==> config.mk <==
export PLATFORM = sky130hd
export DESIGN_NAME = crc16_tail32
export DESIGN_NICKNAME = d
export VERILOG_FILES = /design/src/rtl/crc16_tail32.sv
export SDC_FILE = /design/constraint.sdc
export NUM_CORES = 1
export LEC_CHECK = 0
export ABC_AREA = 1
export BUFFER_PORTS_ARGS = -buffer_cell sky130_fd_sc_hd__buf_4
export CAP_MARGIN = 15
export CORE_MARGIN = 2
export CORE_UTILIZATION = 50
export DETAILED_ROUTE_END_ITERATION = 10
export PLACE_DENSITY = 0.74
export SYNTH_ARGS = -nofsm -noshare
export SYNTH_HDL_FRONTEND = slang
export SYNTH_SLANG_ARGS = --single-unit
==> constraint.sdc <==
create_clock -name clk -period 7.3 [get_ports clk]
set_input_delay 0.365 -clock clk [delete_from_list [all_inputs] [get_ports clk]]
set_output_delay 0.365 -clock clk [all_outputs]
set_load 0.02 [all_outputs]
==> src/rtl/crc16_tail32.sv <==
module crc16_tail32 #(
  parameter logic [15:0] POLY = 16'h8005,
  parameter logic [15:0] INIT = 16'hFFFF
) (
  input  logic        clk,
  input  logic        rst,
  input  logic        sof,
  input  logic [31:0] din,
  input  logic        din_vld,
  input  logic        eof,
  input  logic [1:0]  nbytes,
  output logic [15:0] crc,
  output logic        done
);

  logic [15:0] crc_q, seed, t1, t2, t3, t4, nxt;
  logic        active, done_q, take;

  function automatic logic [15:0] fold_byte(input logic [15:0] c, input logic [7:0] b);
    logic [15:0] r;
    r = c;
    for (int i = 7; i >= 0; i--)
      r = {r[14:0], 1'b0} ^ ((r[15] ^ b[i]) ? POLY : 16'h0000);
    return r;
  endfunction

  assign take = din_vld & (sof | active);
  assign seed = sof ? INIT : crc_q;

  assign t1 = fold_byte(seed, din[31:24]);
  assign t2 = fold_byte(t1,   din[23:16]);
  assign t3 = fold_byte(t2,   din[15:8]);
  assign t4 = fold_byte(t3,   din[7:0]);

  always_comb begin
    nxt = t4;
    if (eof) begin
      case (nbytes)
        2'd1:    nxt = t1;
        2'd2:    nxt = t2;
        2'd3:    nxt = t3;
        default: nxt = t4;
      endcase
    end
  end

  always_ff @(posedge clk) begin
    if (rst) begin
      crc_q  <= INIT;
      active <= 1'b0;
      done_q <= 1'b0;
    end else begin
      done_q <= take & eof;
      if (take) begin
        crc_q  <= nxt;
        active <= ~eof;
      end else if (sof) begin
        crc_q  <= INIT;
        active <= 1'b1;
      end
    end
  end

  assign crc  = crc_q;
  assign done = done_q;

endmodule

==> flow_metrics.tcl <==
set metrics [dict create \
    die_height_um 78.2 \
    synth_top_flop_cell "sky130_fd_sc_hd__dfxtp_1" \
    fin_cells 542 \
    first_global_vias 2764 \
    tightestPinTransition_ns 0.931 \
    detailedPlacementHpwl_um 6650 \
    cts_buffers 3 \
    share_comb_of_total_power_pct 86.7 \
    setup_viol 0 \
    seq_area_frac_synth_pct 13.1 \
    clockPowerShare_pct 5.1 \
    cts_htree_levels 1 \
    timing.setup.tns_ns 0 \
    area.growth.synth_to_final_pct 18.4 \
    detail_route.drc_violations 0 \
    path_clk_slew_ns 0.08 \
    timing.hold.worst.class "primary input to flop" \
    worstSetupPathType "primary input to flop" \
    timing.final.ws_setup_ns 2.27 \
    antenna_left 0 \
    drtPass1Iterations 5 \
    crit_path_end_kind "flop" \
    post-place-ws_ns 2.05 \
    clock_tree_from_tritoncts "yes" \
    synth_cell_types 35 \
    slew-limit-headroom_pct 37.7 \
    groute.usage.overall_pct 26.8 \
    numPortBuffers 55 \
    r2r_slack_ns 2.32 \
    cts-root-to-sink-buffers 2 \
    p_per_area_mw_per_mm2 456 \
    vias_per_cell 5.58 \
    die_w_um 78.2 \
    synth.cell_area_mm2 0.00275 \
    number_of_flops_mapped_to_enable_cells_by_yosys 0 \
    syn_nets 460 \
    synthArstFlopShare_pct 0 \
    final_cell_area_mm2 0.00326 \
    drive_gt1_share_pct 27.7 \
    cellInternalPower_mw 0.589 \
    hold_bufs_at_cts 0 \
    crit_required_ns 7.45 \
    finish.net_count 511 \
    n_antenna_cell 0 \
    final_max_slew_viol_count 0 \
    worst_ir_drop_vdd_mv 0.373 \
    start_kind "primary input" \
    timing.critical_path.slowest_stage_cell "sky130_fd_sc_hd__xor2_1" \
    boundaryPins 56 \
    via_count 3023 \
    multi_input_comb_area_mm2 0.00212 \
    cts_setup_buffers 0 \
    dieArea_mm2 0.00611 \
    cts_repair_resize_count 0 \
    grt_setup_unrepaired "no" \
    wire_length_of_the_first_global_routing_pass_um 13100 \
    longest_individual_stage_delay_on_the_worst_path_ns 0.27 \
    fp-row-count 27 \
    hold_violations 0 \
    yosysWarnings 0 \
    synth_area_per_cell_um2 6.54 \
    leakage_power_of_the_design_nw 1.58 \
    synthesis.instances 421 \
    sequential_cell_area_um2 360 \
    effective_utilization_at_floorplan_pct 50.9 \
    switching_share_pct 60.3 \
    cts_root_buf "sky130_fd_sc_hd__clkbuf_8" \
    first_iter_violations 242 \
    placed_area_mm2 0.00322 \
    dpl.cell_count 539 \
    seq_power_share_pct 8.2 \
    finalCritPeriodShare_pct 68.9 \
    gpl.final_weighted_congestion 1.02 \
    cp.buffers_inverters 3 \
    fmax_ghz 0.199 \
    fillerInstances 541 \
    critical-path-top-cell-by-count "sky130_fd_sc_hd__nand2_1" \
    final_critical_period_ns 5.03 \
    global_route.overflow_total 0 \
    routed_wirelength_um 8180 \
    critPathTopFamily "simple AND/OR/NAND/NOR gates" \
    outcome "finished, final reports clean" \
    antenna_found_initial 0 \
    route.detailed.wl_per_inst_um 15.1 \
    grt_max_degree 24 \
    worst-endpoint-arrival_ns 5.18 \
    yosys_register_bits 18 \
    maxCapViolations 0 \
    power.switching_mw 0.896 \
    final.setup_skew_ns 0.00316 \
    cts.sink_count 18 \
    core_region_area_mm2 0.00541 \
    critPathMaxFanout 23 \
    clk_latency_ns 0.27 \
]
## per-stage QoR
stage                     power [mW]  hold slack (ns)  utilization, %
after CTS                       1.47            0.278            60.3
final                           1.49            0.277            60.3
after floorplan                 1.13            0.442               -
after detailed placement        1.39            0.527            59.5
after global routing            1.61            0.287            60.3
after global placement          1.38            0.523            59.5
## final cells by class
class                           count  area share (%)
Timing Repair Buffer               57            13.1
Sequential cell                    18            11.1
Multi-Input combinational cell    334            65.1
Inverter                           58            6.68
Tap cell                           72            2.76
Clock buffer                        3            1.27
## metal layers
layer | global-route usage, % | part of all wire (%)
met1 | 36.2 | 44
met2 | 43.2 | 44
met3 | 3.45 | 7.3
met4 | 10.7 | 4.4
met5 | 0 | 0
## registers in the layout, summed over array words and instances (netlist names)
name	cells
crc	16
active	1
done	1
## final timing paths
check / endpoint / start / cells after the start
max: crc[3] / sof / 43
min reg2reg: active / active / 2
min: active / eof / 2
max reg2reg: crc[3] / crc[10] / 42
## cell usage after synthesis (2+ instances only)
cell	number	share of area [%]
sky130_fd_sc_hd__nor3_1	4	0.73
sky130_fd_sc_hd__xor2_1	31	9.9
sky130_fd_sc_hd__clkbuf_1	8	1.1
sky130_fd_sc_hd__o21ai_0	13	2.4
sky130_fd_sc_hd__nor2_2	2	0.45
sky130_fd_sc_hd__xnor2_1	23	7.3
sky130_fd_sc_hd__o211ai_1	12	3.3
sky130_fd_sc_hd__inv_1	54	7.4
sky130_fd_sc_hd__o221ai_1	2	0.64
sky130_fd_sc_hd__nand2_2	20	4.5
sky130_fd_sc_hd__nand3_1	51	9.3
sky130_fd_sc_hd__dfxtp_1	18	13
sky130_fd_sc_hd__nor2_1	20	2.7
sky130_fd_sc_hd__o21ai_1	2	0.36
sky130_fd_sc_hd__a21oi_1	13	2.4
sky130_fd_sc_hd__nand4_1	3	0.68
sky130_fd_sc_hd__or2_2	3	0.68
sky130_fd_sc_hd__nand2_1	81	11
sky130_fd_sc_hd__o2111ai_1	2	0.64
sky130_fd_sc_hd__nand3_4	3	1.9
sky130_fd_sc_hd__nand2_4	12	4.9
sky130_fd_sc_hd__nand3_2	22	8.0
sky130_fd_sc_hd__a41oi_1	2	0.64
sky130_fd_sc_hd__nor2_4	3	1.2
sky130_fd_sc_hd__inv_2	3	0.41
sky130_fd_sc_hd__a31oi_1	5	1.1
## logic make-up after synthesis
logic type	after synthesis	synth area share, %
AOI/OAI and AO/OA	54	12.4
and+or+nand+nor	225	46.5
buffers and inverters	69	9.86
DFF	18	13.1
xor gates and xnor gates	55	18.2
## power by group through the flow
| stage | sequential, mW | clock, mW | combinational, mW |
|---|---|---|---|
| final | 0.122 | 0.0756 | 1.29 |
| after global routing | 0.123 | 0.0799 | 1.40 |
| after CTS | 0.122 | 0.0765 | 1.27 |
| after detailed placement | 0.124 | 0 | 1.26 |
| after global placement | 0.123 | 0 | 1.25 |
| after floorplan | 0.138 | 0 | 0.993 |
## cell usage in the layout (no fill, tap or decap), types with 4 or more instances in the layout
master	count
sky130_fd_sc_hd__nor2_1	20
sky130_fd_sc_hd__xor2_1	31
sky130_fd_sc_hd__xnor2_1	23
sky130_fd_sc_hd__a31oi_1	5
sky130_fd_sc_hd__nand2_4	12
sky130_fd_sc_hd__nor3_1	4
sky130_fd_sc_hd__dfxtp_1	18
sky130_fd_sc_hd__o211ai_1	12
sky130_fd_sc_hd__inv_1	54
sky130_fd_sc_hd__nand3_2	22
sky130_fd_sc_hd__o21ai_0	13
sky130_fd_sc_hd__buf_4	57
sky130_fd_sc_hd__a21oi_1	13
sky130_fd_sc_hd__nand2_1	81
sky130_fd_sc_hd__nand2_2	20
sky130_fd_sc_hd__nand3_1	51
Power figures use the tool's default switching activity.
